**src/rtl/vend_pkg.sv**
```systemverilog
package vend_pkg;

    localparam int COIN_W     = 2;
    localparam int UNIT_CENTS = 5;
    localparam int VEND_CENTS = 20;
    localparam int BIG_CENTS  = 25;
    localparam int THRESH_U   = VEND_CENTS / UNIT_CENTS;
    localparam int MAX_COIN_U = BIG_CENTS / UNIT_CENTS;
    localparam int CREDIT_W   = $clog2(THRESH_U);
    localparam int SUM_W      = $clog2(THRESH_U + MAX_COIN_U);
    localparam int CHANGE_W   = $clog2(MAX_COIN_U);

    typedef enum logic [COIN_W-1:0] {
        COIN_NONE    = 2'b00,
        COIN_NICKEL  = 2'b01,
        COIN_DIME    = 2'b10,
        COIN_QUARTER = 2'b11
    } coin_e;

    typedef logic [CREDIT_W-1:0] credit_t;
    typedef logic [SUM_W-1:0]    sum_t;
    typedef logic [CHANGE_W-1:0] change_t;

    typedef struct packed {
        logic  present;
        sum_t  units;
    } coin_val_t;

    typedef struct packed {
        logic    vend;
        change_t change;
        credit_t next_credit;
    } step_t;

    function automatic sum_t coin_units(coin_e c);
        case (c)
            COIN_NICKEL:  return sum_t'(5  / UNIT_CENTS);
            COIN_DIME:    return sum_t'(10 / UNIT_CENTS);
            COIN_QUARTER: return sum_t'(BIG_CENTS / UNIT_CENTS);
            default:      return '0;
        endcase
    endfunction

endpackage

```
**src/rtl/vend_coin_decode.sv**
```systemverilog
module vend_coin_decode
    import vend_pkg::*;
(
    input  logic [COIN_W-1:0] coin_i,
    output coin_val_t         val_o
);
    coin_e code;

    always_comb begin
        code          = coin_e'(coin_i);
        val_o.present = (code != COIN_NONE);
        val_o.units   = coin_units(code);
    end
endmodule

```
**src/rtl/vend_step_logic.sv**
```systemverilog
module vend_step_logic
    import vend_pkg::*;
(
    input  logic      rst,
    input  credit_t   credit_i,
    input  coin_val_t coin_i,
    output step_t     step_o
);
    sum_t total;
    logic crossing;

    always_comb begin
        total    = sum_t'(credit_i) + coin_i.units;
        crossing = coin_i.present && (total >= sum_t'(THRESH_U));

        step_o.vend        = 1'b0;
        step_o.change      = '0;
        step_o.next_credit = credit_i;

        if (rst) begin
            step_o.next_credit = '0;
        end else if (crossing) begin
            step_o.vend        = 1'b1;
            step_o.change      = change_t'(total - sum_t'(THRESH_U));
            step_o.next_credit = '0;
        end else if (coin_i.present) begin
            step_o.next_credit = credit_t'(total);
        end
    end
endmodule

```
**src/rtl/vend_credit_reg.sv**
```systemverilog
module vend_credit_reg
    import vend_pkg::*;
(
    input  logic    clk,
    input  credit_t d_i,
    output credit_t q_o
);
    always_ff @(posedge clk) begin
        q_o <= d_i;
    end
endmodule

```
**src/rtl/vend_ctrl.sv**
```systemverilog
module vend_ctrl
    import vend_pkg::*;
(
    input  logic                clk,
    input  logic                rst,
    input  logic [COIN_W-1:0]   coin_i,
    output logic                vend_o,
    output logic [CHANGE_W-1:0] change_o
);
    coin_val_t coin_val;
    step_t     step;
    credit_t   credit_q;

    vend_coin_decode u_decode (
        .coin_i (coin_i),
        .val_o  (coin_val)
    );

    vend_step_logic u_step (
        .rst      (rst),
        .credit_i (credit_q),
        .coin_i   (coin_val),
        .step_o   (step)
    );

    vend_credit_reg u_credit (
        .clk (clk),
        .d_i (step.next_credit),
        .q_o (credit_q)
    );

    assign vend_o   = step.vend;
    assign change_o = step.change;
endmodule

```
**config.mk**
```make
export PLATFORM = sky130hd
export DESIGN_NAME = vend_ctrl
export DESIGN_NICKNAME = d
export VERILOG_FILES = /design/src/rtl/vend_pkg.sv /design/src/rtl/vend_coin_decode.sv /design/src/rtl/vend_step_logic.sv /design/src/rtl/vend_credit_reg.sv /design/src/rtl/vend_ctrl.sv
export SDC_FILE = /design/constraint.sdc
export NUM_CORES = 1
export LEC_CHECK = 0
export BUFFER_PORTS_ARGS = -buffer_cell sky130_fd_sc_hd__buf_2
export CAP_MARGIN = 10
export CELL_PAD_IN_SITES_DETAIL_PLACEMENT = 0
export CELL_PAD_IN_SITES_GLOBAL_PLACEMENT = 1
export CORE_AREA = 2 2 39 41
export CTS_BUF_LIST = sky130_fd_sc_hd__clkbuf_4 sky130_fd_sc_hd__clkbuf_8
export DETAILED_ROUTE_END_ITERATION = 8
export DIE_AREA = 0 0 41 43
export PLACE_DENSITY = 0.49
export SLEW_MARGIN = 20
export SYNTH_ARGS = -nofsm -noshare
export SYNTH_HDL_FRONTEND = slang
export SYNTH_SLANG_ARGS = --single-unit
```
**constraint.sdc**
```tcl
create_clock -name clk -period 2.62 [get_ports clk]
set_clock_uncertainty 0.15 [all_clocks]
set_input_delay 0 -clock clk [delete_from_list [all_inputs] [get_ports clk]]
set_output_delay 0 -clock clk [all_outputs]
set_load 0.02 [all_outputs]
```
==> results.json, run 1 <==
{
  "max_slew.worst_pin.slew_ns": 0.396,
  "post-dp-hpwl_um": 396,
  "tritoncts_num_sinks": 2,
  "finalInstanceArea_um2": 338,
  "synth-async-reset-ratio": 0,
  "drt_first_pass_iters": 1,
  "drive_gt1_frac": 0.486,
  "synth_enable_flop_cells": 0,
  "reg2reg_setup_slack_ns": 0.87,
  "drc_errors": 0,
  "clkLatencyLatePin_ns": 0.22,
  "area.growth.synth_to_final_pct": 32.4,
  "worstSetupStartpoint": "u_credit.q_o[0]$_SDFFE_PP0P_",
  "worst_ir_drop_vdd_mv": 0.169,
  "cp.arrival_ns": 1.93,
  "via_count": 220,
  "grt_start_max_net_pins": 9,
  "postPlaceCellArea_um2": 305,
  "avgViaCountPerCell": 4.15,
  "global_route.overflow_total": 0,
  "maxSlewViolCount": 0,
  "grt_usage": 0.0882,
  "htree_levels": 1,
  "maxSlewHeadroom": 0.733,
  "p_leak_uw": 0.000146,
  "hold_path_startpoint": "coin_i[0]",
  "yosys_warnings": 0,
  "ios": 8,
  "core_area_um2": 1380,
  "cts.clk_slew.worst_paths_ns": 0.03,
  "gpl.final_weighted_congestion": 0.724,
  "critical_path.cell_chain": "ha_1 -> inv_1 -> fa_1 -> nor2b_4 -> o21ai_0 -> nor4b_2 -> buf_2",
  "final.period_utilization": 0.793,
  "fp-row-count": 14,
  "crit_type": "reg2out",
  "max_flop_register": "u_credit.q_o",
  "clock.fmax_ghz": 0.481,
  "layout_top_registers": "u_credit.q_o (2)",
  "final_net_count": 46,
  "area_leader_netlist": "sky130_fd_sc_hd__dfxtp_1",
  "critical_path.max_stage_delay_ns": 0.42,
  "root_buffer_cell": "sky130_fd_sc_hd__clkbuf_4",
  "share_of_the_synthesized_area_in_the_top_cell_type": 0.157,
  "start_util": 0.184,
  "first_pass_grt_wire_length_um": 993,
  "critPathLaunchType": "flip-flop",
  "yosys_most_used_dff": "sky130_fd_sc_hd__dfxtp_1",
  "grt_setup_unrepaired": "no",
  "max_cap_check_violation_count": 0,
  "number_of_buffers_added_on_ports": 7,
  "drt-wirelength-per-cell_um": 8.92,
  "post_synth_instance_area_um2": 255,
  "detail-route-antenna-nets": 0,
  "number_of_flip_flops_under_the_largest_register_name": 2,
  "powerDensity_nw_per_um2": 427,
  "synth-seq-area-share": 0.157,
  "clock_path_buffers": 2,
  "diodes": 0,
  "hold_violations": 0,
  "timing.hold.worst.class": "in2reg",
  "first_global_vias": 244,
  "synth_top_cells_by_area": "sky130_fd_sc_hd__dfxtp_1, sky130_fd_sc_hd__ha_1, sky130_fd_sc_hd__fa_1",
  "setup_viol": 0,
  "worst-endpoint-required_ns": 2.47,
  "cts_buffer_count": 3,
  "r2r_start": "u_credit.q_o[0]$_SDFFE_PP0P_",
  "cts_tree": "built",
  "yosys_register_bits": 2,
  "routed_wirelength_um": 473,
  "postSynthCellCount": 27,
  "final_core_utilization": 0.244,
  "end_kind": "output port",
  "die_h_um": 43,
  "syn-mean-instance-area_um2": 9.45,
  "synth.net_count": 34,
  "floorplan.die_area_um2": 1760,
  "timing.final.crit_period_ns": 2.08,
  "setup-tns-final_ns": 0,
  "power.total_uw": 144,
  "critPathMaxFanout": 5,
  "drtIter0Drc": 0,
  "critPathSlowestCell": "sky130_fd_sc_hd__fa_1",
  "status": "complete, no violations",
  "grt_antenna_before_repair": 0,
  "synthDistinctLibCells": 22,
  "die_width_um": 41
}
[power by group]
| group | internal, uW | leakage, uW | switching [uW] |
|---|---|---|---|
| logic | 20.2 | 0.000116 | 21.9 |
| clock network | 50.5 | 0.0000138 | 16.8 |
| registers | 33.4 | 0.0000164 | 1.40 |
[cells in the final DEF (no fill, tap or decap), types with 2 or more instances in the layout]
master,instances
sky130_fd_sc_hd__clkbuf_4,3
sky130_fd_sc_hd__buf_2,7
sky130_fd_sc_hd__ha_1,2
sky130_fd_sc_hd__dfxtp_1,2
sky130_fd_sc_hd__o21ai_0,2
sky130_fd_sc_hd__inv_1,3
[logic make-up after synthesis]
family | synth area share
DFF | 0.157
AOI/OAI and AO/OA | 0.196
muxes | 0.0588
and+or+nand+nor | 0.348
adders and majority gates | 0.176
buffers and inverters | 0.0637
[critical path: cells and delay by family (launching register included)]
| kind | cells | cell delay (ns) |
|---|---|---|
| buffers and inverters | 2 | 0.25 |
| AO/OA/AOI/OAI | 1 | 0.16 |
| flip-flops | 1 | 0.32 |
| adder cells (fa/ha/maj) | 2 | 0.59 |
| AND/OR/NAND/NOR | 2 | 0.39 |
[final timing paths]
path	end	cells past startpoint
worst max-delay path	change_o[0]	7
worst min register to register	u_credit.q_o[0]$_SDFFE_PP0P_	2
worst max register to register	u_credit.q_o[0]$_SDFFE_PP0P_	6
worst min-delay path	u_credit.q_o[0]$_SDFFE_PP0P_	4
[stage by stage]
| stage | hold WS (ns) | setup WS, ns | std cells |
|---|---|---|---|
| 6_report | 0.00373 | 0.542 | 53 |
| 4_1_cts | 0.00130 | 0.499 | 53 |
| 5_1_grt | 0.00922 | 0.314 | 53 |
| 2_1_floorplan | -0.0973 | 0.618 | 27 |
| 3_3_place_gp | 0.101 | 0.745 | 49 |
| 3_5_place_dp | 0.105 | 0.748 | 49 |
[what timing repair did]
action,4_1_cts,5_1_grt
hold buffers,1,0
resized for setup,0,0
buffers inserted,0,0
hold endpoints to repair,2,0
[area by class of cell]
type                            instances  area, um2
Clock buffer                            3       22.5
Fill cell                             148       1050
Inverter                                3       11.3
Multi-Input combinational cell         21        199
Sequential cell                         2       40.0
Tap cell                               16       20.0
Timing Repair Buffer                    8       45.0
[cells in the mapped netlist, drive strengths merged, types with 2 or more instances]
master	count
o21ai	2
inv	3
dfxtp	2
ha	2
[metal layers]
metal / global-route usage / part of all wire
met2: 0.106 / 0.44
met4: 0.0600 / 0
met5: 0 / 0
met1: 0.105 / 0.51
met3: 0.0628 / 0.047
(Power assumes the default switching activity.)
==> inputs of run 2 (changes only) <==
--- a/config.mk
+++ b/config.mk
@@ -5,6 +5,7 @@
 export SDC_FILE = /design/constraint.sdc
 export NUM_CORES = 1
 export LEC_CHECK = 0
+export ABC_AREA = 1
 export BUFFER_PORTS_ARGS = -buffer_cell sky130_fd_sc_hd__buf_2
 export CAP_MARGIN = 10
 export CELL_PAD_IN_SITES_DETAIL_PLACEMENT = 0
@@ -13,7 +14,7 @@
 export CTS_BUF_LIST = sky130_fd_sc_hd__clkbuf_4 sky130_fd_sc_hd__clkbuf_8
 export DETAILED_ROUTE_END_ITERATION = 8
 export DIE_AREA = 0 0 41 43
-export PLACE_DENSITY = 0.49
+export PLACE_DENSITY = 0.48
 export SLEW_MARGIN = 20
 export SYNTH_ARGS = -nofsm -noshare
 export SYNTH_HDL_FRONTEND = slang
==> constraint.sdc (replaced) <==
create_clock -name clk -period 2 [get_ports clk]
set_clock_uncertainty 0.15 [all_clocks]
set_input_delay 0 -clock clk [delete_from_list [all_inputs] [get_ports clk]]
set_output_delay 0 -clock clk [all_outputs]
set_load 0.02 [all_outputs]
==> run 2 against run 1 <==
  * Die area unchanged
  * Routed wire length down 4.4%
  * Via count unchanged
  * Sequential cell count unchanged
  * Global-route usage down 3.0 points
  * Critical endpoint is now change_o[1]
==> results.json, run 2 <==
{
  "layout.cells.most_common": "sky130_fd_sc_hd__nor2_1",
  "ios": 8,
  "root_buffer_cell": "sky130_fd_sc_hd__clkbuf_4",
  "r2r_start": "u_credit.q_o[0]$_SDFFE_PP0P_",
  "die_h_um": 43,
  "postSynthCellCount": 33,
  "setup_viol": 0,
  "crit_type": "reg2out",
  "final.period_utilization": 0.941,
  "place_worst_setup_slack_ns": 0.243,
  "status": "complete, no violations",
  "max_slew.worst_pin.slew_ns": 0.384,
  "area.growth.synth_to_final_pct": 60.2,
  "worst-endpoint-required_ns": 1.85,
  "share_of_the_synthesized_area_in_the_top_cell_type": 0.187,
  "critPathLaunchType": "flip-flop",
  "grt_start_max_net_pins": 6,
  "clock_path_buffers": 2,
  "fp-row-count": 14,
  "clkLatencyLatePin_ns": 0.22,
  "r2r.worst_path.cells": 6,
  "powerDensity_nw_per_um2": 565,
  "die_width_um": 41,
  "first_pass_grt_wire_length_um": 690,
  "holdWs_ns": 0.0802,
  "met3_demand_to_capacity_share_in_global_routing": 0.0157,
  "final_net_count": 53,
  "post_synth_instance_area_um2": 214,
  "cts_buffer_count": 3,
  "synth-async-reset-ratio": 0,
  "synthDistinctLibCells": 11,
  "worst_ir_drop_vdd_mv": 0.230,
  "maxSlewHeadroom": 0.743,
  "synth_commonest_cells": "sky130_fd_sc_hd__nor2_1, sky130_fd_sc_hd__inv_1, sky130_fd_sc_hd__nand2_1",
  "global_route.overflow_total": 0,
  "htree_levels": 1,
  "number_of_buffers_added_on_ports": 7,
  "use_met1": 0.0737,
  "grt_setup_unrepaired": "no",
  "number_of_flip_flops_under_the_largest_register_name": 2,
  "floorplan.die_area_um2": 1760,
  "timing.rr.end": "u_credit.q_o[1]$_SDFFE_PP0P_",
  "reg2reg_setup_slack_ns": 0.46,
  "synth_enable_flop_cells": 0,
  "yosys_register_bits": 2,
  "synth-seq-area-share": 0.187,
  "setup-tns-final_ns": 0,
  "post-synth-top-count-cell": "sky130_fd_sc_hd__nor2_1",
  "drc_errors": 0,
  "core_area_um2": 1380,
  "commonest_non_fill_non_tap_cells_in_the_layout": "sky130_fd_sc_hd__nor2_1, sky130_fd_sc_hd__inv_1, sky130_fd_sc_hd__nand2_1, sky130_fd_sc_hd__buf_2",
  "hold_end": "u_credit.q_o[0]$_SDFFE_PP0P_",
  "timing.final.crit_period_ns": 1.88,
  "yosys_most_used_dff": "sky130_fd_sc_hd__dfxtp_1",
  "finalInstanceArea_um2": 343,
  "end_kind": "output port",
  "clock.fmax_ghz": 0.532,
  "syn-mean-instance-area_um2": 6.48,
  "routed_wirelength_um": 452,
  "grt_antenna_before_repair": 0,
  "critPathMaxFanout": 4,
  "yosys_warnings": 0,
  "first_global_vias": 180,
  "synth.net_count": 40,
  "diodes": 0,
  "cts.clk_slew.worst_paths_ns": 0.03,
  "grt_util_met2": 0.0813,
  "synth_top_cells_by_area": "sky130_fd_sc_hd__dfxtp_1, sky130_fd_sc_hd__nor2_1, sky130_fd_sc_hd__inv_1",
  "final_critical_path_setup_slack_ns": 0.119,
  "maxSlewViolCount": 0,
  "drt-wirelength-per-cell_um": 7.53,
  "tritoncts_num_sinks": 2,
  "grt_most_used_layer": "met2",
  "max_flop_register": "u_credit.q_o",
  "timing.hold.worst.class": "in2reg",
  "p_leak_uw": 0.000161,
  "drive_gt1_frac": 0.432,
  "cts_tree": "built",
  "via_count": 220,
  "start_util": 0.155,
  "hold_depth": 4,
  "detail-route-antenna-nets": 0,
  "hold_violations": 0,
  "drtIter0Drc": 5,
  "cp.arrival_ns": 1.73,
  "max_cap_check_violation_count": 0,
  "area_leader_netlist": "sky130_fd_sc_hd__dfxtp_1",
  "postPlaceCellArea_um2": 265,
  "drt_first_pass_iters": 4,
  "grt_usage": 0.0582,
  "hold_path_startpoint": "coin_i[1]",
  "gpl.final_weighted_congestion": 0.672,
  "avgViaCountPerCell": 3.67,
  "layout_top_registers": "u_credit.q_o (2)"
}
==> run 2: cell count changes after synthesis, moves of 2 or more <==
cell and delta:
sky130_fd_sc_hd__a21oi_2 +2, sky130_fd_sc_hd__inv_1 +4, sky130_fd_sc_hd__nand2_1 +3, sky130_fd_sc_hd__nor2_1 +10, sky130_fd_sc_hd__o21ai_0 -2
==> run 2: worst max-delay path by stage <==
stage	depth (start not counted)	end	startpoint
after floorplan	6	change_o[0]	u_credit.q_o[0]$_SDFFE_PP0P_
after global placement	7	change_o[0]	u_credit.q_o[0]$_SDFFE_PP0P_
after detailed placement	7	change_o[0]	u_credit.q_o[0]$_SDFFE_PP0P_
after CTS	7	change_o[0]	u_credit.q_o[0]$_SDFFE_PP0P_
after global routing	7	change_o[1]	u_credit.q_o[0]$_SDFFE_PP0P_
final	7	change_o[1]	u_credit.q_o[0]$_SDFFE_PP0P_
==> run 2: timing repair <==
item / CTS / global route
resized for setup: 0 / 11
hold endpoints to repair: 2 / 0
setup endpoints to repair: 0 / 4
hold buffers: 1 / 0
setup buffers: 0 / 1
==> run 2: kinds of logic (layout without fill, tap and decap cells) <==
logic type,count (synthesis),after routing,share of synthesized area
AO/OA/AOI/OAI,4,4,0.129
XOR/XNOR,1,1,0.0409
adder cells (fa/ha/maj),3,3,0.211
buffers and inverters,8,19,0.140
flip-flops,2,2,0.187
AND/OR/NAND/NOR,15,15,0.292
==> run 2: worst max-delay path: stages, from the launching register on <==
cell                      delay (ns)
sky130_fd_sc_hd__dfxtp_2        0.34
sky130_fd_sc_hd__ha_4           0.13
sky130_fd_sc_hd__inv_1          0.05
sky130_fd_sc_hd__fa_2           0.38
sky130_fd_sc_hd__a21oi_2        0.17
sky130_fd_sc_hd__nand3_2        0.16
sky130_fd_sc_hd__nor2_1         0.14
sky130_fd_sc_hd__buf_4          0.15
==> run 2: per-layer routing <==
layer | part of all wire | vias to the layer above
met5 | 0 | -
met4 | 0 | 0
met3 | 0.071 | 0
met2 | 0.48 | 6
met1 | 0.45 | 92
li1 | - | 122
==> run 2: through the flow <==
stage | util | instances | total power [uW]
floorplan | - | 33 | 85.4
global placement | 0.192 | 55 | 99.7
detailed placement | 0.192 | 55 | 98.5
CTS | 0.215 | 59 | 189
global route | 0.248 | 60 | 212
finish | 0.248 | 60 | 194
==> run 2: cell type report <==
cell class	instances	area, um2
Fill cell	163	1040
Inverter	7	26.3
Tap cell	16	20.0
Sequential cell	2	41.3
Multi-Input combinational cell	23	169
Timing Repair Buffer	9	63.8
Clock buffer	3	22.5
==> run 2: power by group <==
group / switching [uW] / internal [uW] / total, uW
logic: 34.3 / 27.1 / 61.4
registers: 3.49 / 44.6 / 48.1
clock network: 18.3 / 65.8 / 84.1
